==> src/rtl/csel_pkg.sv <==
package csel_pkg;

    typedef enum logic [1:0] {
        OP_ADD = 2'b00,
        OP_SUB = 2'b01,
        OP_CMP = 2'b10,
        OP_RSV = 2'b11
    } op_e;

    function automatic logic op_subtracts(op_e op);
        return (op == OP_SUB) || (op == OP_CMP);
    endfunction

endpackage

==> src/rtl/csel_chunk.sv <==
// One chunk of the carry-select adder: both candidate sums in parallel.
module csel_chunk #(
    parameter int CW = 16
) (
    input  logic [CW-1:0] a,
    input  logic [CW-1:0] b,
    output logic [CW:0]   sum_c0,
    output logic [CW:0]   sum_c1
);
    assign sum_c0 = {1'b0, a} + {1'b0, b};
    assign sum_c1 = {1'b0, a} + {1'b0, b} + {{CW{1'b0}}, 1'b1};
endmodule

==> src/rtl/csel_chain.sv <==
// Row of chunks with a carry-selection chain from the bottom chunk upward.
module csel_chain #(
    parameter int W  = 64,
    parameter int CW = 16
) (
    input  logic [W-1:0] a,
    input  logic [W-1:0] b,
    input  logic         cin,
    output logic [W-1:0] sum,
    output logic         cout
);
    localparam int NCH = W / CW;

    logic [NCH:0] sel_c;
    assign sel_c[0] = cin;

    for (genvar g = 0; g < NCH; g++) begin : g_chunk
        logic [CW:0] s0;
        logic [CW:0] s1;
        logic [CW:0] pick;

        csel_chunk #(.CW(CW)) u_chunk (
            .a      (a[g*CW +: CW]),
            .b      (b[g*CW +: CW]),
            .sum_c0 (s0),
            .sum_c1 (s1)
        );

        assign pick            = sel_c[g] ? s1 : s0;
        assign sum[g*CW +: CW] = pick[CW-1:0];
        assign sel_c[g+1]      = pick[CW];
    end

    assign cout = sel_c[NCH];
endmodule

==> src/rtl/csel_flags.sv <==
// Condition flags derived from the registered result.
module csel_flags #(
    parameter int W = 64
) (
    input  logic [W-1:0] res,
    input  logic         cout,
    input  logic         ovf,
    input  logic         is_sub,
    output logic         zero,
    output logic         neg,
    output logic         borrow,
    output logic         less
);
    assign zero   = (res == '0);
    assign neg    = res[W-1];
    assign borrow = is_sub & ~cout;
    assign less   = is_sub & (res[W-1] ^ ovf);
endmodule

==> src/rtl/csel_addsub.sv <==
module csel_addsub #(
    parameter int W  = 64,
    parameter int CW = 16
) (
    input  logic         clk,
    input  logic         rst,
    input  logic         in_valid,
    input  logic [1:0]   in_op,
    input  logic [W-1:0] in_a,
    input  logic [W-1:0] in_b,
    input  logic         in_cin,
    output logic         out_valid,
    output logic         out_wr,
    output logic [W-1:0] out_res,
    output logic         out_cout,
    output logic         out_zero,
    output logic         out_neg,
    output logic         out_borrow,
    output logic         out_less
);
    import csel_pkg::*;

    typedef struct packed {
        logic         v;
        op_e          op;
        logic [W-1:0] a;
        logic [W-1:0] b;
        logic         cin;
    } cap_t;

    typedef struct packed {
        logic         v;
        logic         wr;
        logic         sub;
        logic [W-1:0] res;
        logic         cout;
        logic         ovf;
    } res_t;

    cap_t cap_d, cap_q;
    res_t res_d, res_q;

    // Operand conditioning for the shared datapath
    logic         sub_w;
    logic [W-1:0] b_eff;
    logic         c_eff;
    logic [W-1:0] sum_w;
    logic         cout_w;

    assign sub_w = op_subtracts(cap_q.op);
    assign b_eff = sub_w ? ~cap_q.b : cap_q.b;
    assign c_eff = sub_w ? 1'b1 : cap_q.cin;

    csel_chain #(.W(W), .CW(CW)) u_chain (
        .a    (cap_q.a),
        .b    (b_eff),
        .cin  (c_eff),
        .sum  (sum_w),
        .cout (cout_w)
    );

    always_comb begin
        cap_d     = cap_q;
        cap_d.v   = in_valid;
        cap_d.op  = op_e'(in_op);
        cap_d.a   = in_a;
        cap_d.b   = in_b;
        cap_d.cin = in_cin;

        res_d      = res_q;
        res_d.v    = cap_q.v;
        res_d.wr   = cap_q.v && (cap_q.op != OP_CMP);
        res_d.sub  = sub_w;
        res_d.res  = sum_w;
        res_d.cout = cout_w;
        res_d.ovf  = (cap_q.a[W-1] == b_eff[W-1]) && (sum_w[W-1] != cap_q.a[W-1]);
    end

    always_ff @(posedge clk) begin
        if (rst) begin
            cap_q <= '0;
            res_q <= '0;
        end else begin
            cap_q <= cap_d;
            res_q <= res_d;
        end
    end

    csel_flags #(.W(W)) u_flags (
        .res    (res_q.res),
        .cout   (res_q.cout),
        .ovf    (res_q.ovf),
        .is_sub (res_q.sub),
        .zero   (out_zero),
        .neg    (out_neg),
        .borrow (out_borrow),
        .less   (out_less)
    );

    assign out_valid = res_q.v;
    assign out_wr    = res_q.wr;
    assign out_res   = res_q.res;
    assign out_cout  = res_q.cout;
endmodule

==> config.mk <==
export PLATFORM = sky130hd
export DESIGN_NAME = csel_addsub
export DESIGN_NICKNAME = d
export VERILOG_FILES = /design/src/rtl/csel_pkg.sv /design/src/rtl/csel_chunk.sv /design/src/rtl/csel_chain.sv /design/src/rtl/csel_flags.sv /design/src/rtl/csel_addsub.sv
export SDC_FILE = /design/constraint.sdc
export NUM_CORES = 1
export LEC_CHECK = 0
export ABC_AREA = 1
export BUFFER_PORTS_ARGS = -buffer_cell sky130_fd_sc_hd__buf_2
export CORE_ASPECT_RATIO = 1.2
export CORE_UTILIZATION = 50
export CTS_CLUSTER_SIZE = 40
export DETAILED_ROUTE_END_ITERATION = 12
export PLACE_DENSITY_LB_ADDON = 0.1
export SLEW_MARGIN = 20
export SYNTH_ARGS = -nofsm -noshare
export SYNTH_HDL_FRONTEND = slang
export SYNTH_HIERARCHICAL = 1
export SYNTH_SLANG_ARGS = --single-unit
==> constraint.sdc <==
create_clock -name clk -period 9.1 [get_ports clk]
set_input_delay 0 -clock clk [delete_from_list [all_inputs] [get_ports clk]]
set_output_delay 0 -clock clk [all_outputs]
set_load 0.02 [all_outputs]
==> results.sh, run 1 <==
export IMPL_syn_num_nets=2487
export IMPL_routed_wl_mm=34.1
export IMPL_start_util_pct=51.2
export IMPL_design_core_area_sq_um=28900
export IMPL_first_iter_violations=449
export IMPL_grt_pass1_wl_mm=57.9
export IMPL_drive_gt1_share_pct=17.6
export IMPL_synth_top_family_by_area="simple AND/OR/NAND/NOR gates"
export IMPL_via_count=13401
export IMPL_fin_crit_ns=4.78
export IMPL_grt_overflow=0
export IMPL_r2r_end="res_q[0]"
export IMPL_synth_seq_cells=201
export IMPL_synth_xor_area_share_pct=6.33
export IMPL_r2r_setup_slack_ns=4.32
export IMPL_tightest_slew_ns=0.904
export IMPL_path_max_fanout=34
export IMPL_slew_viol_final=0
export IMPL_synth_compound_area_share_pct=1.65
export IMPL_die_area_sq_um=30300
export IMPL_cts_buffers_inserted=22
export IMPL_pin_count=205
export IMPL_worst_path_buf_inv=8
export IMPL_tritoncts="built"
export IMPL_ys_types=44
export IMPL_hold_viol_final=0
export IMPL_synth_ff_type="dfxtp_1"
export IMPL_layout_worst_path_cycle_share_pct=52.5
export IMPL_rsz0062_at_grt="no"
export IMPL_ir_drop_mv=0.180
export IMPL_clockBufferDepth=3
export IMPL_powerDensity_nw_per_um2=197
export IMPL_ys_warn_count=6
export IMPL_synth_mux_area_share_pct=1.47
export IMPL_area_growth_pct=19.5
export IMPL_diodes=0
export IMPL_rr_worst_depth=26
export IMPL_fp_dieH_um=191
export IMPL_crit_path_end_kind="flip-flop"
export IMPL_clkTransAtPathRegs_ns=0.06
export IMPL_finalPower_mw=3.49
export IMPL_status="completed"
export IMPL_cp_data_arrival_time_ns=5.18
export IMPL_stdcell_area_sq_um=17700
export IMPL_antenna_found_initial=0
export IMPL_clk_latency_ns=0.53
export IMPL_critPathLaunchType="flip-flop"
export IMPL_dpl_cell_area_sq_um=15600
export IMPL_synthAdderAreaFrac_pct=6.37
export IMPL_rr_startpoint="cap_q[129]"
export IMPL_root_buffer="clkbuf_16"
export IMPL_slowest_delay_ns=0.64
export IMPL_port_buffers=204
export IMPL_critPathLaunch="cap_q[129]"
export IMPL_cpLargestDelayFamily="adder cells"
export IMPL_clock_skew_ns=0.0221
export IMPL_synth_edf_count=0
export IMPL_final_core_util_pct=61.2
export IMPL_crit_top_cell="inv_1"
export IMPL_ant_nets=0
export IMPL_wire_per_inst_um=11.6
export IMPL_syn_area_sq_um=14800
export IMPL_cp_depth=26
export IMPL_clock_sinks=201
export IMPL_dp_final_hpwl_mm=25.6
export IMPL_crit_end="res_q[0]"
export IMPL_via_per_inst=4.56
export IMPL_first_global_vias=13079
export IMPL_place_gp_congestion=0.877
export IMPL_crit_type="reg2reg"
export IMPL_p_leak_nw=9.99
export IMPL_hp_class="in2reg"
export IMPL_grt_usage_pct=23.0
export IMPL_fmax_ghz=0.209
export IMPL_fp_row_count=68
export IMPL_first_pass_iters=5
export IMPL_cts_setup_buffers=0
export IMPL_htree_levels=1
export IMPL_syn_avg_cell_area_sq_um=6.50
export IMPL_post_cts_resized=0
export IMPL_fill_cells=2745
export IMPL_drv_cap=0
export IMPL_nets=2744
export IMPL_synth_seq_area_share_pct=27.2
export IMPL_route_detailed_drc=0
export IMPL_tns_ns=0
export IMPL_grt_max_degree=129
export IMPL_setup_viol=0
export IMPL_slew_headroom_pct=39.7
export IMPL_critPathSlowestCell="ha_4"
export IMPL_syn_inst=2280
export IMPL_async_reset_ff_share_pct=0
export IMPL_cp_required_ns=9.50
export IMPL_synth_simple_area_share_pct=38.8
export IMPL_die_x_um=159
-- power breakdown --
| group | internal (mW) | total [mW] | switching (mW) |
|---|---|---|---|
| logic | 0.541 | 1.47 | 0.925 |
| clock network | 0.640 | 0.994 | 0.354 |
| registers | 0.979 | 1.03 | 0.0539 |
-- sequential cells by signal, indices dropped and copies added (netlist names) --
signal and count:
out_wr 1, res_q 2, out_res 64, out_valid 1
out_cout 1, cap_q 132
-- cells in the mapped netlist (2+ instances only) --
library cell / number / share of area (%)
nand2_1: 556 / 14
inv_1: 479 / 12
nor2_1: 304 / 7.7
dfxtp_1: 201 / 27
nand3_1: 156 / 5.3
xnor2_1: 74 / 4.4
ha_1: 69 / 5.8
buf_4: 66 / 3.3
nand2_2: 61 / 2.6
a21oi_1: 37 / 1.2
nand4_1: 36 / 1.5
inv_2: 26 / 0.66
xor2_1: 25 / 1.5
buf_2: 24 / 0.81
nor2_2: 24 / 1.0
nand2_4: 20 / 1.5
nand3_2: 19 / 1.3
nor2_4: 16 / 1.2
and2_1: 15 / 0.63
mux2_4: 10 / 1.0
buf_6: 6 / 0.46
buf_8: 6 / 0.61
mux2_2: 6 / 0.46
nor3_1: 6 / 0.20
fa_1: 4 / 0.54
nand3_4: 4 / 0.47
o221ai_1: 4 / 0.24
nand2_8: 3 / 0.41
nand3b_1: 3 / 0.15
nor3_2: 3 / 0.20
a21oi_2: 2 / 0.12
clkbuf_1: 2 / 0.051
xor2_4: 2 / 0.37
-- final cells by class --
type	instances	area [sq um]	area share, %
Sequential cell	201	4020	22.7
Inverter	507	1910	10.8
Clock inverter	9	173	0.975
Multi-Input combinational cell	1467	8110	45.8
Clock buffer	30	652	3.68
Timing Repair Buffer	338	2360	13.3
Tap cell	385	482	2.72
-- repair_timing --
action                                 in CTS  in global routing
setup endpoints to repair                   0                  0
hold buffers                              132                  0
endpoints found under the hold margin     132                  0
-- cells in the final DEF, fill, tap and decap left out, drive strengths merged, types with 37 or more instances in the layout --
cell         count
a21oi           39
buf            206
dfxtp          201
dlygate4sd3    132
ha              69
inv            507
nand2          640
nand3          179
nand4           37
nor2           345
xnor2           75
-- worst min-delay path by stage --
stage,from,slack [ns],end,cells past startpoint
floorplan,in_cin,0.11,cap_q[0],2
CTS,rst,0.01,res_q[66],2
global route,rst,0.07,cap_q[64],2
global placement,in_b[54],0.20,cap_q[55],3
detailed placement,in_a[43],0.21,cap_q[108],3
finish,rst,0.02,cap_q[64],2
-- per-stage QoR --
stage               cells  setup slack [ns]  hold slack [ns]
finish               2937              4.32           0.0203
global route         2937              3.85           0.0695
CTS                  2937              4.29           0.0104
detailed placement   2766              4.31            0.206
global placement     2766              4.44            0.199
floorplan            2280              5.21            0.107
-- logic make-up (layout without fill, tap and decap cells) --
group | after synthesis | in the layout
XOR/XNOR | 102 | 102
adder cells (fa/ha/maj) | 73 | 73
AO/OA/AOI/OAI | 44 | 44
flip-flops | 201 | 201
AND/OR/NAND/NOR | 1232 | 1232
multiplexers | 16 | 16
buffers and inverters | 612 | 884
-- per-layer routing --
metal  part of all wire, %  wire, um  global-route usage, %
met1                    41     14100                   25.0
met3                   3.9      1320                   3.55
met5                     0         0                      0
met2                    50     17100                   42.9
met4                   4.5      1550                   11.8
Power figures use the tool's default switching activity.
==> inputs of run 2 (changes only) <==
==> constraint.sdc (replaced) <==
create_clock -name clk -period 4.8 [get_ports clk]
set_input_delay 0 -clock clk [delete_from_list [all_inputs] [get_ports clk]]
set_output_delay 0 -clock clk [all_outputs]
set_load 0.02 [all_outputs]
==> run 2 against run 1 <==
Net effect: die area did not move; critical endpoint unchanged; largest power group unchanged; clock skew shrank 0.0086 ns; sequential share of layout area fell by 0.62 points; clock-buffer cell count is 2 higher; global-route usage rose by 1.4 points; first-iteration DRC count up 17%; combinational power up 95%; total power is 86% higher; critical path type unchanged; worst setup slack lost 3.7 ns.
==> results.sh, run 2 (same netlist as run 1, synthesis figures left out) <==
export IMPL_status="completed"
export IMPL_drive_gt1_share_pct=17.2
export IMPL_area_growth_pct=22.9
export IMPL_routed_wl_mm=36.4
export IMPL_hp_class="in2reg"
export IMPL_fill_cells=2642
export IMPL_hold_viol_final=0
export IMPL_worst_path_buf_inv=6
export IMPL_place_ws_ns=0.558
export IMPL_htree_levels=1
export IMPL_crit_path_end_kind="flip-flop"
export IMPL_regMostFlops="cap_q"
export IMPL_diodes=0
export IMPL_post_cts_resized=0
export IMPL_cp_required_ns=5.25
export IMPL_place_gp_congestion=0.913
export IMPL_grt_usage_pct=24.4
export IMPL_slew_headroom_pct=49.3
export IMPL_dpl_cell_area_sq_um=15600
export IMPL_die_x_um=159
export IMPL_layout_worst_path_cycle_share_pct=87.7
export IMPL_first_pass_iters=5
export IMPL_tns_ns=0
export IMPL_finalPower_mw=6.50
export IMPL_crit_top_cell="inv_1"
export IMPL_stdcell_area_sq_um=18200
export IMPL_final_cell_mix="nand2_1 (556), inv_1 (479), nor2_1 (304), buf_2 (203), dfxtp_1 (201)"
export IMPL_critPathSlowestCell="fa_1"
export IMPL_start_util_pct=51.2
export IMPL_fp_row_count=68
export IMPL_powerDensity_nw_per_um2=357
export IMPL_wire_per_inst_um=12.2
export IMPL_clk_latency_ns=0.53
export IMPL_nets=2804
export IMPL_path_max_fanout=19
export IMPL_largest_register_ffs=132
export IMPL_grt_max_degree=75
export IMPL_fmax_ghz=0.237
export IMPL_final_common_cell="nand2_1"
export IMPL_port_buffers=204
export IMPL_grt_pass1_wl_mm=61.1
export IMPL_clock_skew_ns=0.0135
export IMPL_setup_viol=0
export IMPL_clkTransAtPathRegs_ns=0.06
export IMPL_fp_dieH_um=191
export IMPL_p_leak_nw=10.3
export IMPL_cpLargestDelayFamily="simple AND/OR/NAND/NOR gates"
export IMPL_clockBufferDepth=3
export IMPL_tightest_slew_ns=0.761
export IMPL_grt_overflow=0
export IMPL_slowest_delay_ns=0.47
export IMPL_drv_cap=0
export IMPL_antenna_found_initial=1
export IMPL_setup_ws_ns=0.589
export IMPL_rsz0062_at_grt="no"
export IMPL_route_detailed_drc=0
export IMPL_fin_crit_ns=4.21
export IMPL_via_per_inst=4.61
export IMPL_ir_drop_mv=0.289
export IMPL_ant_nets=0
export IMPL_cp_data_arrival_time_ns=4.66
export IMPL_first_iter_violations=525
export IMPL_tritoncts="built"
export IMPL_design_core_area_sq_um=28900
export IMPL_pin_count=205
export IMPL_via_count=13805
export IMPL_slew_viol_final=0
export IMPL_first_global_vias=13643
export IMPL_clock_sinks=201
export IMPL_root_buffer="clkbuf_16"
export IMPL_cts_buffers_inserted=22
export IMPL_dp_final_hpwl_mm=26.3
export IMPL_crit_type="reg2reg"
export IMPL_die_area_sq_um=30300
export IMPL_critPathLaunchType="flip-flop"
## run 2: timing repair
item | 4_1_cts | 5_1_grt
endpoints found under the hold margin | 135 | 0
endpoints found under the setup margin | 0 | 0
buffers inserted | 0 | 0
hold buffers | 188 | 0
## run 2: cell type report
class	count	area (sq um)	area share [%]
flip-flops and latches	201	4020	22.1
repair buffers	398	2970	16.3
well taps	385	482	2.65
clock buffers	32	659	3.62
inverters	507	1910	10.5
multi-input cells	1467	8110	44.5
clock inverters	6	60.1	0.330
## run 2: routing by layer
layer / routed length, um / part of all wire, % / global-route usage [%]
met1: 15000 / 41 / 26.4
met2: 18600 / 51 / 46.8
met3: 1340 / 3.7 / 3.18
met4: 1540 / 4.2 / 11.4
met5: 13 / 0.036 / 0
## run 2: final timing paths
| check | cells after the start | slack [ns] | from | endpoint |
|---|---|---|---|---|
| max | 26 | 0.59 | cap_q[129] | res_q[0] |
| min | 4 | 0.21 | in_a[33] | cap_q[98] |
| max reg2reg | 26 | 0.59 | cap_q[129] | res_q[0] |
| min reg2reg | 2 | 0.43 | cap_q[131] | out_valid |
## run 2: worst register-to-register path, stage by stage (launching register included)
cell and delay, ns:
dfxtp_1 0.30, inv_1 0.06, ha_4 0.45, xnor2_1 0.17, ha_1 0.20, inv_1 0.06, fa_1 0.47, inv_1 0.10
ha_1 0.17, inv_1 0.04, nor2_1 0.20, nand3_2 0.12, nor2_4 0.13, nand3_4 0.10, inv_1 0.09, nand4_1 0.10
nand2_1 0.18, nand2_4 0.12, nand2_8 0.22, nand2_8 0.15, nand3b_4 0.21, nand3_1 0.10, nand2_1 0.10, inv_1 0.05
nor2_2 0.08, nand2_1 0.06, a21oi_1 0.14
## run 2: stage by stage
stage          instances  utilization (%)  hold slack (ns)
5_1_grt             2996             63.0            0.235
4_1_cts             2996             63.0            0.181
3_3_place_gp        2770             54.0            0.199
6_report            2996             63.0            0.209
3_5_place_dp        2770             54.0            0.205
2_1_floorplan       2280                -            0.107
## run 2: report_power, final
part	switching (mW)	internal (mW)
combinational	1.80	1.06
sequential	0.101	1.86
clock	0.681	1.00
total	2.58	3.92
==> inputs of run 3 (changes only) <==
--- a/config.mk
+++ b/config.mk
@@ -12,6 +12,7 @@
 export CTS_CLUSTER_SIZE = 40
 export DETAILED_ROUTE_END_ITERATION = 12
 export PLACE_DENSITY_LB_ADDON = 0.1
+export REMOVE_ABC_BUFFERS = 1
 export SLEW_MARGIN = 20
 export SYNTH_ARGS = -nofsm -noshare
 export SYNTH_HDL_FRONTEND = slang
==> run 3 against run 2 <==
Net effect: routed wire length rose by 1.0%; clock skew rose by 0.0025 ns; total power rose by 0.60%; global-route usage grew 0.12 points; maximum frequency fell by 2.7%; non-clock buffer count up 6; critical path type unchanged.
==> results.sh, run 3 (same netlist as run 1, synthesis figures left out) <==
export IMPL_clockBufferDepth=3
export IMPL_p_leak_nw=10.3
export IMPL_setup_ws_ns=0.472
export IMPL_antenna_found_initial=0
export IMPL_slew_viol_final=0
export IMPL_holdWs_ns=0.220
export IMPL_cts_buffers_inserted=22
export IMPL_first_iter_violations=468
export IMPL_via_per_inst=4.56
export IMPL_design_core_area_sq_um=28900
export IMPL_fin_crit_ns=4.33
export IMPL_fp_dieH_um=191
export IMPL_drv_cap=0
export IMPL_diodes=0
export IMPL_hp_class="in2reg"
export IMPL_status="completed"
export IMPL_first_pass_iters=7
export IMPL_htree_levels=1
export IMPL_grt_overflow=0
export IMPL_tritoncts="built"
export IMPL_clock_sinks=201
export IMPL_routed_wl_mm=36.8
export IMPL_die_area_sq_um=30300
export IMPL_rsz0062_at_grt="no"
export IMPL_dp_final_hpwl_mm=26.7
export IMPL_ir_drop_mv=0.289
export IMPL_cp_required_ns=5.25
export IMPL_tightest_slew_ns=0.661
export IMPL_clk_latency_ns=0.52
export IMPL_die_x_um=159
export IMPL_path_max_fanout=32
export IMPL_ant_nets=0
export IMPL_grt_max_degree=96
export IMPL_hold_viol_final=0
export IMPL_final_common_cell="nand2_1"
export IMPL_port_buffers=204
export IMPL_critPathLaunchType="flip-flop"
export IMPL_powerDensity_nw_per_um2=357
export IMPL_crit_path_end_kind="flip-flop"
export IMPL_cts_setup_buffers=0
export IMPL_route_detailed_drc=0
export IMPL_nets=2810
export IMPL_fp_row_count=68
export IMPL_setup_viol=0
export IMPL_r2r_setup_slack_ns=0.47
export IMPL_area_growth_pct=23.4
export IMPL_drive_gt1_share_pct=17.1
export IMPL_cp_data_arrival_time_ns=4.78
export IMPL_clkTransAtPathRegs_ns=0.06
export IMPL_place_gp_congestion=0.866
export IMPL_layout_worst_path_cycle_share_pct=90.2
export IMPL_final_cell_mix="nand2_1 (556), inv_1 (479), nor2_1 (304), buf_2 (203), dfxtp_1 (201)"
export IMPL_grt_pass1_wl_mm=61.2
export IMPL_crit_type="reg2reg"
export IMPL_first_global_vias=13310
export IMPL_wire_per_inst_um=12.3
export IMPL_via_count=13692
export IMPL_slew_headroom_pct=55.9
export IMPL_fmax_ghz=0.231
export IMPL_clock_skew_ns=0.0160
export IMPL_regMostFlops="cap_q"
export IMPL_start_util_pct=51.2
export IMPL_root_buffer="clkbuf_16"
export IMPL_largest_register_ffs=132
export IMPL_place_ws_ns=0.432
export IMPL_pin_count=205
export IMPL_grt_usage_pct=24.5
[run 3: cell types whose count changed in the layout (fill, tap and decap cells not counted)]
cell           previous run  this run
dlygate4sd3_1           188       196
buf_4                     5         3
clkbuf_8                  5         7
clkinvlp_4                2         0
clkbuf_1                  4         3
clkinv_4                  0         1
[run 3: per-layer routing]
layer,routed length (um),track usage (%),vias up
met5,0,0,-
met2,18800,47.5,251
met3,1220,2.83,77
met1,15400,26.8,6035
met4,1370,10.4,0
li1,-,-,7329
[run 3: path summary, 6_finish.rpt]
check | from | to | cells after the start
setup / recovery | cap_q[129] | res_q[0] | 25
hold / removal | in_a[57] | cap_q[122] | 4
setup reg to reg | cap_q[129] | res_q[0] | 25
hold reg to reg | cap_q[131] | out_valid | 2
[run 3: cell type report]
type                       count  area [sq um]
clock buffer                  33           683
clock inverter                 5          53.8
fill                        2701         10600
inverter                     507          1910
multi-input combinational   1467          8110
sequential                   201          4020
tap                          385           482
timing repair buffer         404          3030
[run 3: per-stage QoR]
stage	std cells	TNS [ns]	utilization (%)	total power, mW	cell area, sq um
after floorplan	2175	-21.52	-	4.04	14000
after global placement	2768	0	53.9	4.73	15600
after detailed placement	2768	0	53.9	4.75	15600
after CTS	3002	0	63.2	6.58	18300
after global routing	3002	0	63.2	7.05	18300
final	3002	0	63.2	6.54	18300
[run 3: repair_timing]
item                      4_1_cts  5_1_grt
hold buffers                  196        0
gates resized for setup         0        0
hold endpoints to repair      153        0
[run 3: critical path, stage by stage (launching register included)]
cell      delay (ns)
dfxtp_1         0.32
inv_1           0.06
ha_4            0.49
buf_12          0.27
xnor2_1         0.11
ha_1            0.40
nand2_1         0.16
nor2_1          0.25
nand3_1         0.20
nand3_1         0.11
nand2_1         0.06
nand2_2         0.11
nand2_1         0.08
nor2_2          0.13
nand4_1         0.08
nand2_1         0.16
nand2_4         0.11
nand2_8         0.21
nand2_8         0.15
nand3b_4        0.23
nand3_1         0.09
nand2_1         0.09
inv_1           0.05
nor2_2          0.08
nand2_1         0.06
a21oi_1         0.14
[run 3: power by group]
part           total (mW)  switching, mW  internal (mW)  leakage [nW]
logic                2.88           1.82           1.06          8.28
registers            1.96          0.103           1.86          1.67
clock network        1.70          0.667           1.03         0.367
